<file path="src/rtl/can_txmon_pkg.sv">
// Package: shared types for the CAN transmit error monitor.
// Assumes bit value 0 is dominant and 1 is recessive on the bus.
package can_txmon_pkg;

    // Frame segment codes supplied by the external sequencer.
    typedef enum logic [2:0] {
        SEG_ARB     = 3'd0,
        SEG_CTRL    = 3'd1,
        SEG_CRC     = 3'd2,
        SEG_CRC_DLM = 3'd3,
        SEG_ACK     = 3'd4,
        SEG_ACK_DLM = 3'd5,
        SEG_EOF     = 3'd6,
        SEG_IFS     = 3'd7
    } seg_t;

    // Handshake states.
    typedef enum logic [1:0] {
        HS_IDLE = 2'd0,
        HS_TX   = 2'd1,
        HS_WAIT = 2'd2
    } hs_state_t;

    // One-hot-or-none outcome of a judged bit.
    typedef struct packed {
        logic bit_e;
        logic form_e;
        logic ack_e;
        logic arb;
    } verdict_t;

endpackage

</file>
<file path="src/rtl/txmon_classify.sv">
// Module: txmon_classify
// Judges one sampled bit against the bit sent and the frame segment, and
// registers the outcome as one-cycle pulses. Assumes the sequencer keeps
// seg_code stable while bit_stb is high. Only judges while active is high.
module txmon_classify
    import can_txmon_pkg::*;
(
    input  logic     clk,
    input  logic     rst_n,
    input  logic     active,
    input  logic     bit_stb,
    input  logic [2:0] seg_code,
    input  logic     tx_bit,
    input  logic     rx_bit,
    output verdict_t verdict_now,
    output logic     any_err_now,
    output verdict_t verdict_q,
    output logic     ef_req_q
);

    seg_t seg;
    logic judge;
    logic form_seg;
    logic rec_checked_seg;

    assign seg             = seg_t'(seg_code);
    assign judge           = active && bit_stb;
    assign form_seg        = (seg == SEG_CRC_DLM) || (seg == SEG_ACK_DLM) ||
                             (seg == SEG_EOF) || (seg == SEG_IFS);
    assign rec_checked_seg = (seg == SEG_CTRL) || (seg == SEG_CRC);

    // Priority chain: bit error, form error, ack error, arbitration loss.
    always_comb begin
        verdict_now = '0;
        if (judge) begin
            if (!tx_bit && rx_bit)
                verdict_now.bit_e = 1'b1;
            else if (form_seg && !rx_bit)
                verdict_now.form_e = 1'b1;
            else if (seg == SEG_ACK && tx_bit && rx_bit)
                verdict_now.ack_e = 1'b1;
            else if (seg == SEG_ARB && tx_bit && !rx_bit)
                verdict_now.arb = 1'b1;
            else if (rec_checked_seg && tx_bit && !rx_bit)
                verdict_now.bit_e = 1'b1;
        end
    end

    assign any_err_now = verdict_now.bit_e || verdict_now.form_e || verdict_now.ack_e;

    // Register the verdict as one-cycle output pulses.
    always_ff @(posedge clk) begin
        if (!rst_n) begin
            verdict_q <= '0;
            ef_req_q  <= 1'b0;
        end else begin
            verdict_q <= verdict_now;
            ef_req_q  <= verdict_now.bit_e || verdict_now.form_e;
        end
    end

    // an acknowledge error never comes with an error-frame request.
    p_ack_no_ef_r4: assert property (@(posedge clk) disable iff (!rst_n)
        verdict_q.ack_e |-> !ef_req_q);

    // at most one outcome pulse per judged bit.
    p_one_verdict_r1: assert property (@(posedge clk) disable iff (!rst_n)
        $onehot0({verdict_q.bit_e, verdict_q.form_e, verdict_q.ack_e, verdict_q.arb}));

endmodule

</file>
<file path="src/rtl/txmon_errcnt.sv">
// Module: txmon_errcnt
// Saturating transmit error counter with a warning threshold and an
// error interrupt flag. Assumes inc and dec are single-cycle pulses.
module txmon_errcnt #(
    parameter int TEC_W    = 8,
    parameter int WARN_LIM = 96
) (
    input  logic             clk,
    input  logic             rst_n,
    input  logic             inc,
    input  logic             dec,
    input  logic             warn_clr,
    output logic [TEC_W-1:0] tec,
    output logic             tx_warn,
    output logic             err_if
);

    localparam logic [TEC_W-1:0] LIM_V = TEC_W'(WARN_LIM);
    localparam logic [TEC_W-1:0] MAX_V = {TEC_W{1'b1}};

    logic [TEC_W-1:0] tec_n;
    logic             up;

    assign up = inc && !dec;

    // Next count: saturate high on increment, floor at zero on decrement.
    always_comb begin
        tec_n = tec;
        if (up && tec != MAX_V)
            tec_n = tec + 1'b1;
        else if (dec && !inc && tec != '0)
            tec_n = tec - 1'b1;
    end

    // Update the count and the warning and interrupt flags.
    always_ff @(posedge clk) begin
        if (!rst_n) begin
            tec     <= '0;
            tx_warn <= 1'b0;
            err_if  <= 1'b0;
        end else begin
            tec <= tec_n;
            if (up && tec_n > LIM_V) begin
                tx_warn <= 1'b1;
                err_if  <= 1'b1;
            end else begin
                if (warn_clr || tec_n <= LIM_V)
                    tx_warn <= 1'b0;
                if (warn_clr)
                    err_if <= 1'b0;
            end
        end
    end

    // one error adds exactly one below saturation.
    p_inc_by_one_r2: assert property (@(posedge clk) disable iff (!rst_n)
        (inc && !dec && tec != MAX_V) |=> (tec == $past(tec) + 1'b1));

    // the count holds at its maximum.
    p_saturate_r12: assert property (@(posedge clk) disable iff (!rst_n)
        (inc && !dec && tec == MAX_V) |=> (tec == MAX_V));

    // the warning only rises with the count above the limit.
    p_warn_limit_r3: assert property (@(posedge clk) disable iff (!rst_n)
        $rose(tx_warn) |-> (tec > LIM_V && err_if));

endmodule

</file>
<file path="src/rtl/txmon_handshake.sv">
// Module: txmon_handshake
// Host request, bus grant, failure release, idle-bus wait and completion.
// Assumes err_in and arb_in are only high while the bus is granted.
module txmon_handshake
    import can_txmon_pkg::*;
#(
    parameter int IDLE_BITS = 11
) (
    input  logic clk,
    input  logic rst_n,
    input  logic req_set,
    input  logic err_in,
    input  logic arb_in,
    input  logic bit_stb,
    input  logic rx_bit,
    input  logic frame_last,
    output logic tx_enable,
    output logic tx_req,
    output logic tx_err,
    output logic done_if
);

    localparam int CNT_W = $clog2(IDLE_BITS + 1);
    localparam logic [CNT_W-1:0] LAST_V = CNT_W'(IDLE_BITS - 1);

    hs_state_t        state;
    logic [CNT_W-1:0] idle_cnt;

    assign tx_enable = (state == HS_TX);

    // Handshake state machine with request and status flags.
    always_ff @(posedge clk) begin
        if (!rst_n) begin
            state    <= HS_IDLE;
            idle_cnt <= '0;
            tx_req   <= 1'b0;
            tx_err   <= 1'b0;
            done_if  <= 1'b0;
        end else begin
            if (req_set) begin
                tx_req  <= 1'b1;
                tx_err  <= 1'b0;
                done_if <= 1'b0;
            end
            unique case (state)
                HS_IDLE: begin
                    if (tx_req)
                        state <= HS_TX;
                end
                HS_TX: begin
                    if (err_in) begin
                        state    <= HS_WAIT;
                        tx_err   <= 1'b1;
                        idle_cnt <= '0;
                    end else if (arb_in) begin
                        state    <= HS_WAIT;
                        idle_cnt <= '0;
                    end else if (bit_stb && frame_last) begin
                        state   <= HS_IDLE;
                        tx_req  <= 1'b0;
                        done_if <= 1'b1;
                    end
                end
                HS_WAIT: begin
                    if (bit_stb) begin
                        if (!rx_bit)
                            idle_cnt <= '0;
                        else if (idle_cnt == LAST_V) begin
                            idle_cnt <= '0;
                            state    <= HS_IDLE;
                        end else
                            idle_cnt <= idle_cnt + 1'b1;
                    end
                end
                default: state <= HS_IDLE;
            endcase
        end
    end

    // an error releases the bus and keeps the request pending.
    p_release_r9: assert property (@(posedge clk) disable iff (!rst_n)
        err_in |=> (!tx_enable && tx_req && tx_err));

    // a dominant bit during the wait restarts the idle count.
    p_idle_restart_r10: assert property (@(posedge clk) disable iff (!rst_n)
        (state == HS_WAIT && bit_stb && !rx_bit) |=> (state == HS_WAIT && idle_cnt == '0));

    // completion is never flagged with a request still pending.
    p_done_clears_r11: assert property (@(posedge clk) disable iff (!rst_n)
        $rose(done_if) |-> !tx_req);

    // a request without a coincident error leaves the status clear.
    p_req_clears_r8: assert property (@(posedge clk) disable iff (!rst_n)
        (req_set && !err_in) |=> (tx_req && !tx_err));

endmodule

</file>
<file path="src/rtl/can_tx_err_mon.sv">
// Module: can_tx_err_mon
// Top of the transmit error monitor: bit judge, error counter and host
// handshake. Assumes one bit_stb per bus bit and a sequencer that only
// transmits while tx_enable is high.
module can_tx_err_mon
    import can_txmon_pkg::*;
#(
    parameter int TEC_W     = 8,
    parameter int WARN_LIM  = 96,
    parameter int IDLE_BITS = 11
) (
    input  logic             clk,
    input  logic             rst_n,
    input  logic             bit_stb,
    input  logic [2:0]       seg_code,
    input  logic             tx_bit,
    input  logic             rx_bit,
    input  logic             frame_last,
    input  logic             req_set,
    input  logic             warn_clr,
    input  logic             err_dec,
    output logic             tx_enable,
    output logic             tx_req,
    output logic             tx_err,
    output logic             done_if,
    output logic             bit_err,
    output logic             form_err,
    output logic             ack_err,
    output logic             arb_lost,
    output logic             err_frame_req,
    output logic [TEC_W-1:0] tec,
    output logic             tx_warn,
    output logic             err_if,
    output logic             irq
);

    verdict_t verdict_now;
    verdict_t verdict_q;
    logic     any_err_now;

    txmon_classify u_classify (
        .clk         (clk),
        .rst_n       (rst_n),
        .active      (tx_enable),
        .bit_stb     (bit_stb),
        .seg_code    (seg_code),
        .tx_bit      (tx_bit),
        .rx_bit      (rx_bit),
        .verdict_now (verdict_now),
        .any_err_now (any_err_now),
        .verdict_q   (verdict_q),
        .ef_req_q    (err_frame_req)
    );

    txmon_errcnt #(
        .TEC_W    (TEC_W),
        .WARN_LIM (WARN_LIM)
    ) u_errcnt (
        .clk      (clk),
        .rst_n    (rst_n),
        .inc      (any_err_now),
        .dec      (err_dec),
        .warn_clr (warn_clr),
        .tec      (tec),
        .tx_warn  (tx_warn),
        .err_if   (err_if)
    );

    txmon_handshake #(
        .IDLE_BITS (IDLE_BITS)
    ) u_handshake (
        .clk        (clk),
        .rst_n      (rst_n),
        .req_set    (req_set),
        .err_in     (any_err_now),
        .arb_in     (verdict_now.arb),
        .bit_stb    (bit_stb),
        .rx_bit     (rx_bit),
        .frame_last (frame_last),
        .tx_enable  (tx_enable),
        .tx_req     (tx_req),
        .tx_err     (tx_err),
        .done_if    (done_if)
    );

    assign bit_err  = verdict_q.bit_e;
    assign form_err = verdict_q.form_e;
    assign ack_err  = verdict_q.ack_e;
    assign arb_lost = verdict_q.arb;
    assign irq      = err_if;

    // arbitration loss never asks for an error frame or counts.
    p_arb_quiet_r7: assert property (@(posedge clk) disable iff (!rst_n)
        arb_lost |-> (!err_frame_req && tec == $past(tec)));

endmodule

</file>
<file path="config.mk">
export PLATFORM = sky130hd
export DESIGN_NAME = can_tx_err_mon
export DESIGN_NICKNAME = d
export VERILOG_FILES = /design/src/rtl/can_txmon_pkg.sv /design/src/rtl/txmon_classify.sv /design/src/rtl/txmon_errcnt.sv /design/src/rtl/txmon_handshake.sv /design/src/rtl/can_tx_err_mon.sv
export SDC_FILE = /design/constraint.sdc
export NUM_CORES = 1
export LEC_CHECK = 0
export ABC_AREA = 1
export BUFFER_PORTS_ARGS = -buffer_cell sky130_fd_sc_hd__buf_2
export CORE_UTILIZATION = 40
export CTS_BUF_LIST = sky130_fd_sc_hd__clkbuf_2 sky130_fd_sc_hd__clkbuf_4 sky130_fd_sc_hd__clkbuf_8
export DETAILED_ROUTE_END_ITERATION = 8
export PLACE_DENSITY = 0.72
export SLEW_MARGIN = 25
export SYNTH_ARGS = -nofsm -noshare
export SYNTH_HDL_FRONTEND = slang
export SYNTH_SLANG_ARGS = --single-unit
</file>
<file path="constraint.sdc">
create_clock -name clk -period 4.7 [get_ports clk]
set_input_delay 0.705 -clock clk [delete_from_list [all_inputs] [get_ports clk]]
set_output_delay 0.705 -clock clk [all_outputs]
set_load 0.02 [all_outputs]
</file>
==> results of run 1 <==
[cells in the final DEF (no fill, tap or decap), drive strengths merged]
master,count
nand2,64
nor2,41
inv,32
buf,31
nand3,25
dfxtp,24
a21oi,15
xor2,10
nor3,6
ha,5
clkbuf,3
o21ai,2
clkinv,1
nor4,1
o2111ai,1
o211ai,1
and3,1
nand4,1
xnor2,1
a211oi,1
[power groups by stage]
stage / logic, mW / registers [mW] / clock network, mW
floorplan: 0.451 / 0.322 / 0
global placement: 0.584 / 0.308 / 0
detailed placement: 0.585 / 0.308 / 0
CTS: 0.590 / 0.303 / 0.121
global route: 0.664 / 0.310 / 0.131
finish: 0.590 / 0.303 / 0.117
[worst max-delay path, delay by kind of cell]
| family | cells | cell delay, ns |
|---|---|---|
| simple gates | 12 | 1.27 |
| compound gates | 2 | 0.27 |
| buf+inv | 1 | 0.11 |
[final timing paths]
kind,slack (ns),cells after the start,from,to
max,2.46,15,seg_code[0],u_errcnt.err_if
min,0.47,2,u_handshake.done_if,u_handshake.done_if
max reg2reg,2.48,14,u_errcnt.tec[0],u_errcnt.err_if
min reg2reg,0.47,2,u_handshake.done_if,u_handshake.done_if
[metal layers]
metal | up-vias | track usage, %
li1 | 804 | -
met4 | 0 | 5.83
met3 | 2 | 1.76
met1 | 654 | 20.7
met5 | - | 0
met2 | 22 | 27.3
[stage by stage]
stage | setup WS (ns) | hold WS (ns) | utilization, % | total power, mW
CTS | 2.49 | 0.467 | 48.3 | 1.01
finish | 2.46 | 0.465 | 48.3 | 1.01
global route | 2.24 | 0.504 | 48.3 | 1.11
floorplan | 2.62 | 0.454 | - | 0.772
global placement | 2.22 | 0.454 | 47.2 | 0.892
detailed placement | 2.21 | 0.454 | 47.2 | 0.893
[state kept, by name, summed over array words and instances, names as in the netlist]
name	cells
u_handshake.idle_cnt	4
u_classify.verdict_q	4
u_handshake.tx_req	1
u_handshake.done_if	1
u_errcnt.tx_warn	1
u_handshake.state	2
u_errcnt.tec	8
u_handshake.tx_err	1
u_classify.ef_req_q	1
u_errcnt.err_if	1
[cells by family (layout without fill, tap and decap cells)]
| kind of cell | after synthesis | in the layout | synth area share (%) |
|---|---|---|---|
| flops | 24 | 24 | 30.3 |
| compound gates | 20 | 20 | 8.51 |
| simple gates | 139 | 139 | 41.1 |
| xor+xnor | 11 | 11 | 6.07 |
| buf+inv | 39 | 67 | 10.2 |
| fa+ha+maj | 5 | 5 | 3.94 |
[layout make-up]
cell class	count	area, µm²
sequential	24	480
timing repair buffer	31	155
clock buffer	3	41.3
tap	48	60.1
multi-input combinational	175	946
inverter	33	124
fill	411	1940
==> reports/metrics.yaml, run 1 <==
pwr:
  leakagePower_nw: 0.923
  switching_share_pct: 48.8
  p_int_mw: 0.517
  power_density_nw_per_um2: 559
  combPwrFrac_pct: 58.4
  net-switching-power_mw: 0.493
  p_clk_share_pct: 11.6
  ir_worst_vdd_mv: 0.217
  seq_power_share_pct: 30.0
route:
  drtIter0Drc: 78
  wl_met3_um: 112
  viasPerCell: 4.72
  wl_per_cell_um: 10.1
  drc: 0
  dr.pass1.iters: 4
  dr_wl_met2_mm: 1.48
  num_vias: 1482
  top_layer_used: "met4"
  ant_nets: 0
  met1Wirelength_mm: 1.55
  wirelength_mm: 3.17
floorplanning:
  die_w_um: 65.0
  die_area_um2: 4230
  io_pins: 32
  start_util_pct: 42.4
  core_um2: 3740
  rows: 22
  die_y_um: 65.0
worst_hold_path:
  hp-class: "flop to flop"
flow_run:
  max_cap_viol_count: 0
sta:
  hold_violations: 0
  rsz0062_at_grt: "false"
  finalCritPeriodShare_pct: 47.6
  slew_violations: 0
  finClkSkew_ns: 0.00569
  fin_setup_tns_ns: 0
  slew_headroom_pct: 65.5
  tightest_slew_ns: 0.515
  fmax_mhz: 447
  setup_violations: 0
  fin_crit_ns: 2.24
layout:
  num_antenna_cells: 0
  syn2layout_area_growth_pct: 13.8
  final_cells: 314
  drive_gt1_share_pct: 20.7
  fin_nets: 285
  postLayoutCellArea_um2: 1810
cts:
  clock_path_buffers: 2
  cts_sinks: 24
  htreeDepth: 1
  cts-buffers-inserted: 3
  hold_buffers: 0
  cts_resized: 0
  clk_pin_slew_worst_paths_ns: 0.07
  cts_tree: "yes"
  post-cts-setup-buffers: 0
  clock-root-buffer: "clkbuf_8"
  clock_latency_ns: 0.26
global_route:
  grt.overflow.total: 0
  first_global_vias: 1302
  grt.total_usage_pct: 16.1
  antenna_found_initial: 0
  grt_pass1_wl_mm: 5.38
  grt_max_degree: 18
worst_setup_path:
  path_cells: "buf_2 > nor2_1 > nor2_1 > nand2_1 > nand2_1 > nand2_1 > nand3_2 > nand2_1 > nand2_1 > a21oi_1 > nand2_1 > nor2_1 > nand2_1 > nand3_1 > a21oi_2"
  cpMaxStageDelayCell: "nand3_2"
  arrival_ns: 2.37
  cp_common_cell: "nand2_1"
  crit_type: "primary input to flop"
  cp_slowest_stage_delay_ns: 0.22
  crit_fanout: 9
  critical_path_required_ns: 4.83
  worstSetupEndpointType: "flop"
  critPathLaunchType: "primary input"
yosys:
  ys_types: 33
  avgSynthCellArea_um2: 6.67
  synth_most_common_cell: "nand2_1"
  synthCells: 238
  synthTopCellsByCount: "nand2_1, nor2_1, inv_1"
  synth_edf_count: 0
  yosysTopAreaCell: "dfxtp_1"
  ys_warn_count: 0
  synth_fp_nets: 255
  syn_area_um2: 1590
  synth-seq-cells: 24
  ys_async_sr_fraction_pct: 0
  yosysSeqAreaShare_pct: 30.3
  synth_area_leaders: "dfxtp_1, nand2_1, nor2_1, inv_1, nand3_1"
  synth_ff_type: "dfxtp_1"
  synth_top_area_share_pct: 30.3
placed_design:
  gp_congestion: 0.825
  port_buffers: 31
  post_dp_cell_area_um2: 1770
  hpwl_mm: 2.53
  dp_cells: 311
status:
  outcome: "finished clean"
Power figures use the tool's default switching activity.
==> run 2, diff against run 1 <==
==> constraint.sdc (replaced) <==
create_clock -name clk -period 2.3 [get_ports clk]
set_input_delay 0.345 -clock clk [delete_from_list [all_inputs] [get_ports clk]]
set_output_delay 0.345 -clock clk [all_outputs]
set_load 0.02 [all_outputs]
==> run 2 against run 1 <==
  * Routed wire length rose by 6.2%
  * Final area rose by 2.4%
  * First-iteration DRC count rose by 19%
  * Die area stayed put
  * Clock skew decreased by 0.00092 ns
  * Global-route usage rose by 1.6 points
  * Via count up 1.3%
  * Critical path type is now flop to flop
==> reports/metrics.yaml, run 2 (same netlist as run 1, synthesis figures left out) <==
layout:
  final_cells: 318
  final_common_cell: "nand2_1"
  largest_reg_flops: 8
  top_register: "u_errcnt.tec"
  drive_gt1_share_pct: 21.9
  postLayoutCellArea_um2: 1850
  num_antenna_cells: 0
  top_regs: "u_errcnt.tec: 8 flops, u_classify.verdict_q: 4 flops, u_handshake.idle_cnt: 4 flops"
  n_fill_cell: 404
  fin_nets: 288
  syn2layout_area_growth_pct: 16.5
  layout_common_cells: "nand2_1, nor2_1, buf_2"
worst_hold_path:
  hp-class: "primary input to flop"
  min_path_cells: 3
  hold_path_end: "u_handshake.tx_req"
  hp-start: "req_set"
pwr:
  power_density_nw_per_um2: 1170
  p_clk_share_pct: 13.1
  p_total_mw: 2.17
  combPwrFrac_pct: 58.7
  seq_power_share_pct: 28.2
  ir_worst_vdd_mv: 0.395
  net-switching-power_mw: 1.05
  leakagePower_nw: 0.946
  p_int_mw: 1.12
  switching_share_pct: 48.2
global_route:
  first_global_vias: 1373
  met3_usage_pct: 2.11
  gr-usage-met2_pct: 29.2
  antenna_found_initial: 0
  grt_util_met1_pct: 23.5
  grt.total_usage_pct: 17.6
  grt.overflow.total: 0
  gr-max-usage-layer: "met2"
  grt_max_degree: 18
  grt_pass1_wl_mm: 5.87
floorplanning:
  die_w_um: 65.0
  rows: 22
  die_area_um2: 4230
  start_util_pct: 42.4
  die_y_um: 65.0
  io_pins: 32
  core_um2: 3740
route:
  drc: 0
  wirelength_mm: 3.37
  viasPerCell: 4.72
  drtIter0Drc: 93
  wl_per_cell_um: 10.6
  ant_nets: 0
  num_vias: 1501
  dr.pass1.iters: 4
sta:
  fmax_mhz: 489
  finalCritPeriodShare_pct: 88.9
  hold_ws_ns: 0.324
  fin_crit_ns: 2.04
  fin_setup_tns_ns: 0
  finClkSkew_ns: 0.00477
  rsz0062_at_grt: "false"
  slew_headroom_pct: 65.7
  setup_violations: 0
  hold_violations: 0
  tightest_slew_ns: 0.509
  slew_violations: 0
worst_setup_path:
  critPathLaunchType: "flop"
  r2r_start: "u_errcnt.tec[1]"
  arrival_ns: 2.19
  worstSetupEndpointType: "flop"
  crit_family: "simple AND/OR/NAND/NOR gates"
  cp_slowest_stage_delay_ns: 0.42
  path_cells: "ha_1 > nand3_2 > nor3_4 > nand3_2 > nand3_4 > nor2_1 > a21oi_1 > nand2_1 > nor2_1 > nand2_1 > nand3_1 > a21oi_2"
  reg2reg_depth: 12
  crit_buf_inv: 0
  worstReg2RegEnd: "u_errcnt.err_if"
  crit_type: "flop to flop"
  r2r_slack_ns: 0.26
  cpMaxStageDelayCell: "dfxtp_1"
  critical_path_required_ns: 2.44
  crit_fanout: 14
cts:
  htreeDepth: 1
  clock_path_buffers: 2
  clk_pin_slew_worst_paths_ns: 0.09
  cts-buffers-inserted: 3
  clock-root-buffer: "clkbuf_8"
  cts_tree: "yes"
  cts_sinks: 24
  clock_latency_ns: 0.26
  post-cts-setup-buffers: 0
status:
  outcome: "finished clean"
flow_run:
  max_cap_viol_count: 0
placed_design:
  gp_congestion: 0.820
  hpwl_mm: 2.64
  dp_cells: 314
  post_dp_cell_area_um2: 1790
  port_buffers: 31
==> run 2: layer usage <==
layer,wire [µm],vias to the layer above
met3,137,5
li1,-,810
met1,1670,653
met2,1520,33
met4,42,0
met5,0,-
==> run 2: cell type report <==
class                           instances  area [µm²]  area share, %
Clock buffer                            4        55.1           2.97
Tap cell                               48        60.1           3.25
Sequential cell                        24         480           26.0
Inverter                               33         124           6.69
Multi-Input combinational cell        175         953           51.5
Timing Repair Buffer                   34         178           9.60
==> run 2: worst max path at each step <==
stage                          from         endpoint  slack [ns]  cells after the start
detailed placement  u_errcnt.tec[0]  u_errcnt.err_if        0.21                     14
finish              u_errcnt.tec[1]  u_errcnt.err_if        0.26                     12
CTS                 u_errcnt.tec[0]  u_errcnt.err_if        0.18                     14
global placement    u_errcnt.tec[0]  u_errcnt.err_if        0.21                     14
global route        u_errcnt.tec[1]  u_errcnt.err_if        0.02                     12
floorplan           u_errcnt.tec[1]  u_errcnt.err_if        0.27                     13
==> run 2: worst register-to-register path, delay by kind of cell, from the launching register on <==
family,cells,cell delay [ns]
flip-flops,1,0.42
AO/OA/AOI/OAI,2,0.23
adder cells (fa/ha/maj),1,0.24
AND/OR/NAND/NOR,9,1.04
==> run 2: stage by stage <==
| stage | utilization (%) | setup slack (ns) |
|---|---|---|
| floorplan | - | 0.272 |
| global placement | 47.8 | 0.215 |
| detailed placement | 47.8 | 0.213 |
| CTS | 49.2 | 0.181 |
| global route | 49.4 | 0.0155 |
| finish | 49.4 | 0.255 |
==> run 2: repair_timing <==
action,4_1_cts,5_1_grt
resized for setup,0,1
hold buffers,0,0
endpoints found under the setup margin,0,2
==> run 2: power groups by stage <==
stage | clock network [mW] | registers, mW | logic (mW)
floorplan | 0 | 0.658 | 0.921
global placement | 0 | 0.618 | 1.26
detailed placement | 0 | 0.621 | 1.25
CTS | 0.290 | 0.611 | 1.26
global route | 0.309 | 0.627 | 1.43
finish | 0.284 | 0.612 | 1.27
